--- src/rtl/prox_collide_pkg.sv ---
package prox_collide_pkg;

  localparam int ARITH_W = 16;

  typedef logic [ARITH_W-1:0] coord_t;

  // Absolute separation of two coordinates; never wraps.
  function automatic coord_t abs_gap(input coord_t a, input coord_t b);
    if (a >= b) return a - b;
    else        return b - a;
  endfunction

  // Both axis separations strictly below their minimums.
  function automatic logic within_pair(input coord_t ax, input coord_t ay,
                                       input coord_t bx, input coord_t by,
                                       input coord_t mx, input coord_t my);
    return (abs_gap(ax, bx) < mx) && (abs_gap(ay, by) < my);
  endfunction

  // Position closer than the margin to 0 or to the extent.
  function automatic logic outside_band(input coord_t pos, input coord_t mrg,
                                        input coord_t extent);
    logic [ARITH_W:0] upper;
    if (mrg > extent) return 1'b1;
    upper = {1'b0, extent} - {1'b0, mrg};
    return (pos < mrg) || ({1'b0, pos} > upper);
  endfunction

endpackage

--- src/rtl/scan_sequencer.sv ---
module scan_sequencer #(
  parameter int NUM_SLOTS = 8,
  localparam int IDX_W = (NUM_SLOTS > 1) ? $clog2(NUM_SLOTS) : 1
) (
  input  logic             clk,
  input  logic             rst_n,
  input  logic             start,
  output logic             busy,
  output logic [IDX_W-1:0] idx,
  output logic             accept,
  output logic             last_slot
);
  localparam logic [IDX_W-1:0] LAST_IDX = IDX_W'(NUM_SLOTS - 1);

  assign accept    = start && !busy;
  assign last_slot = busy && (idx == LAST_IDX);

  always_ff @(posedge clk) begin
    if (!rst_n) begin
      busy <= 1'b0;
      idx  <= '0;
    end else if (accept) begin
      busy <= 1'b1;
      idx  <= '0;
    end else if (last_slot) begin
      busy <= 1'b0;
      idx  <= '0;
    end else if (busy) begin
      idx  <= idx + 1'b1;
    end
  end
endmodule

--- src/rtl/slot_select.sv ---
module slot_select #(
  parameter int NUM_SLOTS = 8,
  parameter int COORD_W   = 10,
  localparam int IDX_W = (NUM_SLOTS > 1) ? $clog2(NUM_SLOTS) : 1
) (
  input  logic [NUM_SLOTS*COORD_W-1:0] flat_x,
  input  logic [NUM_SLOTS*COORD_W-1:0] flat_y,
  input  logic [NUM_SLOTS-1:0]         flat_valid,
  input  logic [IDX_W-1:0]             idx,
  output logic [COORD_W-1:0]           sel_x,
  output logic [COORD_W-1:0]           sel_y,
  output logic                         sel_valid
);
  logic [COORD_W-1:0] xs [NUM_SLOTS];
  logic [COORD_W-1:0] ys [NUM_SLOTS];

  for (genvar k = 0; k < NUM_SLOTS; k++) begin : g_unpack
    assign xs[k] = flat_x[k*COORD_W +: COORD_W];
    assign ys[k] = flat_y[k*COORD_W +: COORD_W];
  end

  always_comb begin
    sel_x     = xs[idx];
    sel_y     = ys[idx];
    sel_valid = flat_valid[idx];
  end
endmodule

--- src/rtl/proximity_cmp.sv ---
module proximity_cmp
  import prox_collide_pkg::*;
#(
  parameter int COORD_W = 10
) (
  input  logic [COORD_W-1:0] ax,
  input  logic [COORD_W-1:0] ay,
  input  logic [COORD_W-1:0] bx,
  input  logic [COORD_W-1:0] by,
  input  logic [COORD_W-1:0] mx,
  input  logic [COORD_W-1:0] my,
  input  logic               valid,
  output logic               hit
);
  assign hit = valid && within_pair(coord_t'(ax), coord_t'(ay),
                                    coord_t'(bx), coord_t'(by),
                                    coord_t'(mx), coord_t'(my));
endmodule

--- src/rtl/border_check.sv ---
module border_check
  import prox_collide_pkg::*;
#(
  parameter int COORD_W  = 10,
  parameter int SCREEN_W = 640,
  parameter int SCREEN_H = 480
) (
  input  logic [COORD_W-1:0] pos_x,
  input  logic [COORD_W-1:0] pos_y,
  input  logic [COORD_W-1:0] mrg,
  output logic               near_edge
);
  localparam coord_t EXT_X = coord_t'(SCREEN_W);
  localparam coord_t EXT_Y = coord_t'(SCREEN_H);

  logic edge_x;
  logic edge_y;

  assign edge_x    = outside_band(coord_t'(pos_x), coord_t'(mrg), EXT_X);
  assign edge_y    = outside_band(coord_t'(pos_y), coord_t'(mrg), EXT_Y);
  assign near_edge = edge_x || edge_y;
endmodule

--- src/rtl/prox_collide_scan.sv ---
module prox_collide_scan #(
  parameter int NUM_SLOTS = 8,
  parameter int COORD_W   = 10,
  parameter int SCREEN_W  = 640,
  parameter int SCREEN_H  = 480
) (
  input  logic                         clk,
  input  logic                         rst_n,
  input  logic                         start,
  input  logic [COORD_W-1:0]           ref_x,
  input  logic [COORD_W-1:0]           ref_y,
  input  logic [NUM_SLOTS*COORD_W-1:0] enemy_x,
  input  logic [NUM_SLOTS*COORD_W-1:0] enemy_y,
  input  logic [NUM_SLOTS-1:0]         enemy_valid,
  input  logic [COORD_W-1:0]           min_dx,
  input  logic [COORD_W-1:0]           min_dy,
  input  logic [COORD_W-1:0]           margin,
  output logic                         busy,
  output logic                         done,
  output logic [NUM_SLOTS-1:0]         hit_vec,
  output logic                         any_hit,
  output logic                         border_hit
);
  localparam int IDX_W = (NUM_SLOTS > 1) ? $clog2(NUM_SLOTS) : 1;

  // Named internal events, visible to the bound checker.
  logic [IDX_W-1:0]   scan_idx;
  logic               accept;
  logic               last_slot;
  logic [COORD_W-1:0] cur_x;
  logic [COORD_W-1:0] cur_y;
  logic               cur_valid;
  logic               slot_hit;
  logic               edge_now;

  logic [COORD_W-1:0] ref_x_q;
  logic [COORD_W-1:0] ref_y_q;
  logic [COORD_W-1:0] min_dx_q;
  logic [COORD_W-1:0] min_dy_q;

  scan_sequencer #(.NUM_SLOTS(NUM_SLOTS)) u_seq (
    .clk       (clk),
    .rst_n     (rst_n),
    .start     (start),
    .busy      (busy),
    .idx       (scan_idx),
    .accept    (accept),
    .last_slot (last_slot)
  );

  slot_select #(.NUM_SLOTS(NUM_SLOTS), .COORD_W(COORD_W)) u_sel (
    .flat_x     (enemy_x),
    .flat_y     (enemy_y),
    .flat_valid (enemy_valid),
    .idx        (scan_idx),
    .sel_x      (cur_x),
    .sel_y      (cur_y),
    .sel_valid  (cur_valid)
  );

  proximity_cmp #(.COORD_W(COORD_W)) u_cmp (
    .ax    (ref_x_q),
    .ay    (ref_y_q),
    .bx    (cur_x),
    .by    (cur_y),
    .mx    (min_dx_q),
    .my    (min_dy_q),
    .valid (cur_valid),
    .hit   (slot_hit)
  );

  border_check #(.COORD_W(COORD_W), .SCREEN_W(SCREEN_W), .SCREEN_H(SCREEN_H)) u_edge (
    .pos_x     (ref_x),
    .pos_y     (ref_y),
    .mrg       (margin),
    .near_edge (edge_now)
  );

  always_ff @(posedge clk) begin
    if (!rst_n) begin
      ref_x_q  <= '0;
      ref_y_q  <= '0;
      min_dx_q <= '0;
      min_dy_q <= '0;
    end else if (accept) begin
      ref_x_q  <= ref_x;
      ref_y_q  <= ref_y;
      min_dx_q <= min_dx;
      min_dy_q <= min_dy;
    end
  end

  always_ff @(posedge clk) begin
    if (!rst_n) begin
      hit_vec    <= '0;
      any_hit    <= 1'b0;
      border_hit <= 1'b0;
      done       <= 1'b0;
    end else begin
      done <= last_slot;
      if (accept) begin
        hit_vec    <= '0;
        any_hit    <= 1'b0;
        border_hit <= edge_now;
      end else if (busy && slot_hit) begin
        hit_vec[scan_idx] <= 1'b1;
        any_hit           <= 1'b1;
      end
    end
  end
endmodule

--- config.mk ---
export PLATFORM = sky130hd
export DESIGN_NAME = prox_collide_scan
export DESIGN_NICKNAME = d
export VERILOG_FILES = /design/src/rtl/prox_collide_pkg.sv /design/src/rtl/scan_sequencer.sv /design/src/rtl/slot_select.sv /design/src/rtl/proximity_cmp.sv /design/src/rtl/border_check.sv /design/src/rtl/prox_collide_scan.sv
export SDC_FILE = /design/constraint.sdc
export NUM_CORES = 1
export LEC_CHECK = 0
export BUFFER_PORTS_ARGS = -buffer_cell sky130_fd_sc_hd__buf_2
export CAP_MARGIN = 20
export CORE_MARGIN = 2
export CORE_UTILIZATION = 40
export CTS_CLUSTER_DIAMETER = 80
export DETAILED_ROUTE_END_ITERATION = 8
export GPL_TIMING_DRIVEN = 0
export PLACE_DENSITY = 0.76
export SYNTH_ARGS = -nofsm -noshare
export SYNTH_HDL_FRONTEND = slang
export SYNTH_SLANG_ARGS = --single-unit
--- constraint.sdc ---
create_clock -name clk -period 6.1 [get_ports clk]
set_input_delay 1.22 -clock clk [delete_from_list [all_inputs] [get_ports clk]]
set_output_delay 1.22 -clock clk [all_outputs]
set_load 0.02 [all_outputs]
Word level (Yosys, flattened, before mapping)

Cells that the tools add are included.

Output and inout bits: 12
Logic and storage cells: 67
Bits of input ports: 221
Flip-flop bits (word level): 55

Add/subtract/negate cells: 7
Reductions and logical operators: 13
Multiplexer cells: 20
Bitwise logic cells: 3
Equal/unequal tests: 1
$lt $le $gt $ge: 13

Operators by type and width:

| cell                                                                                | number |
|---|---|
| 10-bit binary-select mux with 3-bit select                                          | 2 |
| 10-bit by 10-bit subtractor with 11-bit output                                      | 4 |
| 10-bit two-way mux                                                                  | 4 |
| 10-bit by 17-bit > comparator with 1-bit output                                     | 2 |
| 16-bit by 10-bit < comparator with 1-bit output                                     | 2 |
| 16-bit two-way mux                                                                  | 2 |
| 10-bit greater-or-equal comparator                                                  | 2 |
| 10-bit < comparator                                                                 | 2 |
| 10-bit by 10-bit subtractor with 11-bit output, first input constant                | 1 |
| 9-bit by 10-bit subtractor with 11-bit output, first input constant                 | 1 |
| 10-bit > comparator, second input constant                                          | 1 |
| 10-bit by 9-bit > comparator with 1-bit output, second input constant               | 1 |
| 1-bit two-way mux                                                                   | 10 |
| 8-bit bitwise OR                                                                    | 1 |
| 1-bit logical AND                                                                   | 6 |
| 4-bit greater-or-equal comparator, second input constant                            | 1 |
| 3-bit by 4-bit < comparator with 1-bit output, second input constant                | 1 |
| 3-bit inverter with 4-bit output                                                    | 1 |
| 3-bit by 1-bit adder with 3-bit output, second input constant                       | 1 |
| 1-bit binary-select mux with 3-bit select                                           | 1 |
| 1-bit demux with 3-bit select                                                       | 1 |
| 3-bit == test, second input constant                                                | 1 |
| 3-bit by 1-bit greater-or-equal comparator with 1-bit output, second input constant | 1 |
| 1-bit logical OR                                                                    | 3 |
| other kinds (5)                                                                     | 5 |

Depth between registers and ports, before layout

Depth in word-level cells: 10
Gate-level depth with buffers: 27
Depth with buffers taken out: 24

Modules after synthesis

Synthesis repeated with hierarchy kept, for this count alone.

Cells, all modules: 736
Area total of the unflattened synthesis: 7076.8 um^2

By module, submodules not included:

| module            | instances | cells an instance | area an instance (um^2) |
|---|---|---|---|
| proximity_cmp     | 1         | 342               | 2469.9 |
| prox_collide_scan | 1         | 162               | 1908.1 |
| slot_select       | 1         | 75                | 1415.1 |
| border_check      | 1         | 140               | 1081.0 |
| scan_sequencer    | 1         | 17                | 202.7 |

Worst setup path after synthesis

No wires, ideal clock.

Path kind: input port to flip-flop
Start point: input enemy_y[68]
End point: register hit_vec[1]
Data required time: 6.013 ns
Arrival: 5.519 ns
Setup time: 0.087 ns
Cell stages on the path: 22
Buffers on the path: 1
Slack: 0.494 ns
Cells stage by stage: mux2_2 > a221oi_1 > a21oi_1 > a221oi_1 > inv_1 > ha_1 > clkbuf_1 > nand3_1 > nor2_1 > a311oi_2 > nor2_1 > mux2_2 > o221ai_1 > xor2_1 > ha_1 > a211oi_1 > nand4_1 > a2111oi_0 > and4_1 > o41a_1 > nand4_4 > o31ai_1

Cells in the longest elaborated chain, start to end: 9
Elaborated cells on any way between the ends: 11
Classes of those cells: add/sub (2); order compare (2); mux (4); reduce/logical (3)

Ends and longest elaborated chain:

| item                                                                         | line                     | text |
|---|---|---|
| start: declaration                                                           | prox_collide_scan.sv:13  | `input logic [NUM_SLOTS*COORD_W-1:0] enemy_y,` |
| 10-bit binary-select mux with 3-bit select (*)                               | slot_select.sv:24        | `sel_y = ys[idx];` |
| 10-bit two-way mux (implied by the code) (*) (2 in a row)                    | slot_select.sv:24        |  |
| 10-bit by 10-bit subtractor with 11-bit output, or another cell as far along | prox_collide_pkg.sv:10   | `else return b - a;` |
| 16-bit two-way mux (*)                                                       | prox_collide_pkg.sv:9    | `if (a >= b) return a - b;` |
| 16-bit by 10-bit < comparator with 1-bit output (*)                          | prox_collide_pkg.sv:17   | `return (abs_gap(ax, bx) < mx) && (abs_gap(ay, by) < my);` |
| 1-bit logical AND (*)                                                        | prox_collide_pkg.sv:17   |  |
| 1-bit logical AND (*)                                                        | proximity_cmp.sv:15      | `assign hit = valid && within_pair(coord_t'(ax), coord_t'(ay),` |
| 1-bit logical AND (*)                                                        | prox_collide_scan.sv:105 | `end else if (busy && slot_hit) begin` |
| end signal: assignment                                                       | prox_collide_scan.sv:95  | `hit_vec <= '0;` |
| end signal: assignment                                                       | prox_collide_scan.sv:102 | `hit_vec <= '0;` |
| end signal: indexed assignment                                               | prox_collide_scan.sv:106 | `hit_vec[scan_idx] <= 1'b1;` |
| end: declaration                                                             | prox_collide_scan.sv:20  | `output logic [NUM_SLOTS-1:0] hit_vec,` |

Every way passes the cells marked *; elsewhere a longest branch is shown, timed or not. The select of a mux whose other input is x is not followed.
A chain may end at the register's enable or synchronous reset.

Worst setup path in the final report

Start point: input enemy_y[25]
End point: register hit_vec[1]

Same word-level chain as after synthesis.

==> flow_metrics.tcl <==
set metrics [dict create \
    worst_path_largest_cell_delay_ns 0.34 \
    viasPerCell 5.64 \
    hold_viol_final 0 \
    r2r_slack_ns 0.19 \
    dpl_worst_slack_ns -1.02 \
    cpLargestDelayFamily "compound AO/OA/AOI/OAI gates" \
    placedCellCount 1329 \
    cp.depth 22 \
    synth_top_area_cell "ha_1" \
    gp_congestion 0.943 \
    ys.flop_type "dfxtp_1" \
    cp-startpoint "enemy_y[25]" \
    rr_endpoint "hit_vec[1]" \
    clk_path_buf_depth 2 \
    io_pins 233 \
    grt-ovfl-total 0 \
    sw_frac_of_total 0.383 \
    rows 47 \
    drv_slew 0 \
    fillers 1576 \
    ff2ff_path_depth 23 \
    synth_cells 879 \
    setup_viol 0 \
    start_kind "primary input" \
    synth.top_cell.area_share 0.187 \
    async_flop_share 0 \
    fin_nets 1455 \
    hold_path.class "reg -> reg" \
    dp_hpwl_mm 20.1 \
    worstMarginPinSlew_ns 0.749 \
    crit_chain "buf_2 -> mux2_2 -> a221oi_2 -> a21oi_2 -> a221oi_4 -> inv_1 -> ha_4 -> nand4_1 -> nor2_2 -> a311oi_2 -> nor2_2 -> mux2_4 -> o221ai_2 -> xor2_1 -> ha_1 -> a211oi_2 -> nand4_1 -> a2111oi_4 -> and4_1 -> o41a_1 -> nand4_4 -> o31ai_2" \
    setup_slack_ns 0.120 \
    antenna_found_initial 0 \
    ys_warn_count 0 \
    fin_crit_sh 0.980 \
    cts_tree "done" \
    ant_nets 0 \
    vdd_drop_max_mv 0.118 \
    cts.htree.levels 2 \
    design_area_um2 8670 \
    port_buffers 230 \
    grt_usage 0.269 \
    synth_edf_count 0 \
    p_per_area_nw_per_um2 170 \
    timing.slew.headroom 0.488 \
    clk_latency_ns 0.30 \
    drt-total-wl_mm 24.7 \
    power_leakage_nw 4.05 \
    cts_root_buf "clkbuf_16" \
    maxCapViolations 0 \
    final_cells 1352 \
    cts_hold_repair.buffers 0 \
    grt_max_degree 19 \
    syn_area_um2 6620 \
    crit_path_end_kind "register" \
    worstPathArrival_ns 6.20 \
    p_clk_frac 0.231 \
    cts_made_buffers 5 \
    seqPwrFrac 0.267 \
    placed_area_um2 8050 \
    fp.coreArea_um2 16400 \
    crit_slowest_cell "a311oi_2" \
    period_minus_slack_ns 5.98 \
    vias 7621 \
    drcViolationCount 0 \
    grt_pass1_vias 7352 \
    utilization 0.528 \
    die_area_um2 17600 \
    skew_ns 0.00697 \
    power.switching_mw 0.563 \
    endpoint "hit_vec[1]" \
    initial_core_util 0.404 \
    internal_power_mw 0.909 \
    required_ns 6.32 \
    comb_power_share 0.503 \
    diodes 0 \
    ys_ff_latch 55 \
    first_pass_iters 6 \
    drt_iter0_markers 535 \
    syn_nets 1203 \
    chipWidth_um 133 \
    path_max_fanout 7 \
    ys_seq_area_frac 0.166 \
    grt_pass1_wl_mm 37.9 \
    die_height_um 133 \
    syn2layout_area_growth_pct 30.9 \
    outcome "complete, no violations" \
    reg2reg_from "u_seq.idx[2]" \
    critPathKind "in -> reg" \
    ys_types 63 \
    wire_per_inst_um 18.3 \
    cts_sinks 55 \
    avgSynthCellArea_um2 7.53 \
    drive_gt1_frac 0.305 \
    path_clk_slew_ns 0.07 \
    crit_buf_inv 2 \
    fmax_ghz 0.167 \
    yosys-top-cells-area "ha_1 (19%), dfxtp_1 (17%), nand2_1 (7.8%), inv_1 (5.0%), a21boi_0 (4.9%)" \
    hp-start "any_hit" \
]
[registers in the layout, summed over array words and instances, names as in the netlist]
signal / cells
any_hit: 1
border_hit: 1
done: 1
hit_vec: 8
min_dx_q: 10
min_dy_q: 10
ref_x_q: 10
ref_y_q: 10
u_seq.busy: 1
u_seq.idx: 3
[layer usage]
layer | routed length (µm) | share of wire | GRT usage | up-vias
met5 | 0 | 0 | 0 | -
li1 | - | - | - | 3632
met1 | 10400 | 0.42 | 0.335 | 3546
met2 | 11500 | 0.46 | 0.464 | 369
met4 | 1140 | 0.046 | 0.112 | 0
met3 | 1710 | 0.069 | 0.0414 | 74
[tightest hold or removal path, stage by stage (launching register included)]
cell     delay [ns]
dfxtp_1        0.32
nand2_1        0.05
nand2_1        0.04
[stage by stage]
| step | power [mW] | TNS (ns) | hold WS, ns |
|---|---|---|---|
| after global placement | 1.05 | -8.79 | 0.432 |
| final | 1.47 | 0 | 0.451 |
| after floorplan | 0.841 | 0 | 0.441 |
| after detailed placement | 1.06 | -8.72 | 0.438 |
| after global routing | 1.58 | -0.346 | 0.478 |
| after CTS | 1.42 | 0 | 0.455 |
[final cells by class]
type	count	area, µm²	share of cell area
plain buffers	41	225	0.0260
clock buffers	5	125	0.0144
clock inverters	3	47.5	0.00549
inverters	90	345	0.0398
multi-input cells	690	5260	0.607
flip-flops and latches	55	1100	0.127
well taps	220	275	0.0318
repair buffers	248	1290	0.149
[power by group through the flow]
stage	combinational (mW)	sequential, mW	clock [mW]
2_1_floorplan	0.446	0.395	0
3_3_place_gp	0.647	0.400	0
3_5_place_dp	0.662	0.401	0
4_1_cts	0.681	0.392	0.342
5_1_grt	0.825	0.395	0.357
6_report	0.740	0.393	0.340
[how the worst min path moves through the flow]
| stage | end | slack, ns | cells after the start |
|---|---|---|---|
| after global routing | hit_vec[3] | 0.48 | 2 |
| final | any_hit | 0.45 | 2 |
| after global placement | hit_vec[1] | 0.43 | 2 |
| after detailed placement | hit_vec[3] | 0.44 | 2 |
| after floorplan | min_dx_q[0] | 0.44 | 2 |
| after CTS | any_hit | 0.45 | 2 |
[cells in the mapped netlist, types with 5 or more instances]
library cell and instances:
xnor2_1 20, o211ai_1 6, a221oi_1 24, ha_1 99, a211oi_1 8, xor2_1 7
a22oi_1 13, a31oi_1 8, o21ai_1 5, dfxtp_1 55, nand2_1 137, a21oi_1 57
and2_1 8, a22o_1 7, buf_2 11, a2111oi_0 5, a21o_1 18, nor2_1 51
o21ai_0 23, nand3_1 11, clkbuf_1 29, o31ai_1 10, nor3_1 11, nor2b_1 14
a21boi_0 43, nand4_1 9, and3_1 7, mux2i_1 22, inv_1 89, mux2_2 11
o21a_1 8
[cell usage in the layout, fill, tap and decap left out, types with 6 or more instances in the layout]
master	synthesis	final
a21oi_1	57	52
a21o_1	18	18
a221oi_2	0	8
a22oi_1	13	13
buf_2	11	237
nor3_1	11	9
xor2_1	7	7
a221oi_1	24	15
dfxtp_1	55	54
nand2_1	137	137
clkbuf_1	29	18
nor2_2	0	7
mux2_2	11	10
buf_4	1	21
a22o_1	7	7
mux2i_1	22	22
and2_1	8	7
ha_1	99	94
o31ai_1	10	7
o211ai_1	6	6
o21a_1	8	8
nand3_1	11	11
a21boi_0	43	43
nor2_1	51	43
a31oi_1	8	8
and3_1	7	7
nand4_1	9	9
nor2b_1	14	14
inv_1	89	88
xnor2_1	20	20
o21ai_0	23	23
[logic make-up after synthesis]
kind of cell | count (synthesis) | share of synthesized area
and+or+nand+nor | 261 | 0.176
muxes | 37 | 0.0656
adders and majority gates | 103 | 0.199
xor gates and xnor gates | 27 | 0.0357
buffers and inverters | 135 | 0.0792
DFF | 55 | 0.166
AOI/OAI and AO/OA | 261 | 0.278
[repair_timing]
item,4_1_cts,5_1_grt
setup endpoints to repair,9,9
setup buffers,1,16
gates cloned,0,2
gates resized for setup,28,58
pin swaps,1,20
endpoints found under the hold margin,0,0
Power figures use the tool's default switching activity.
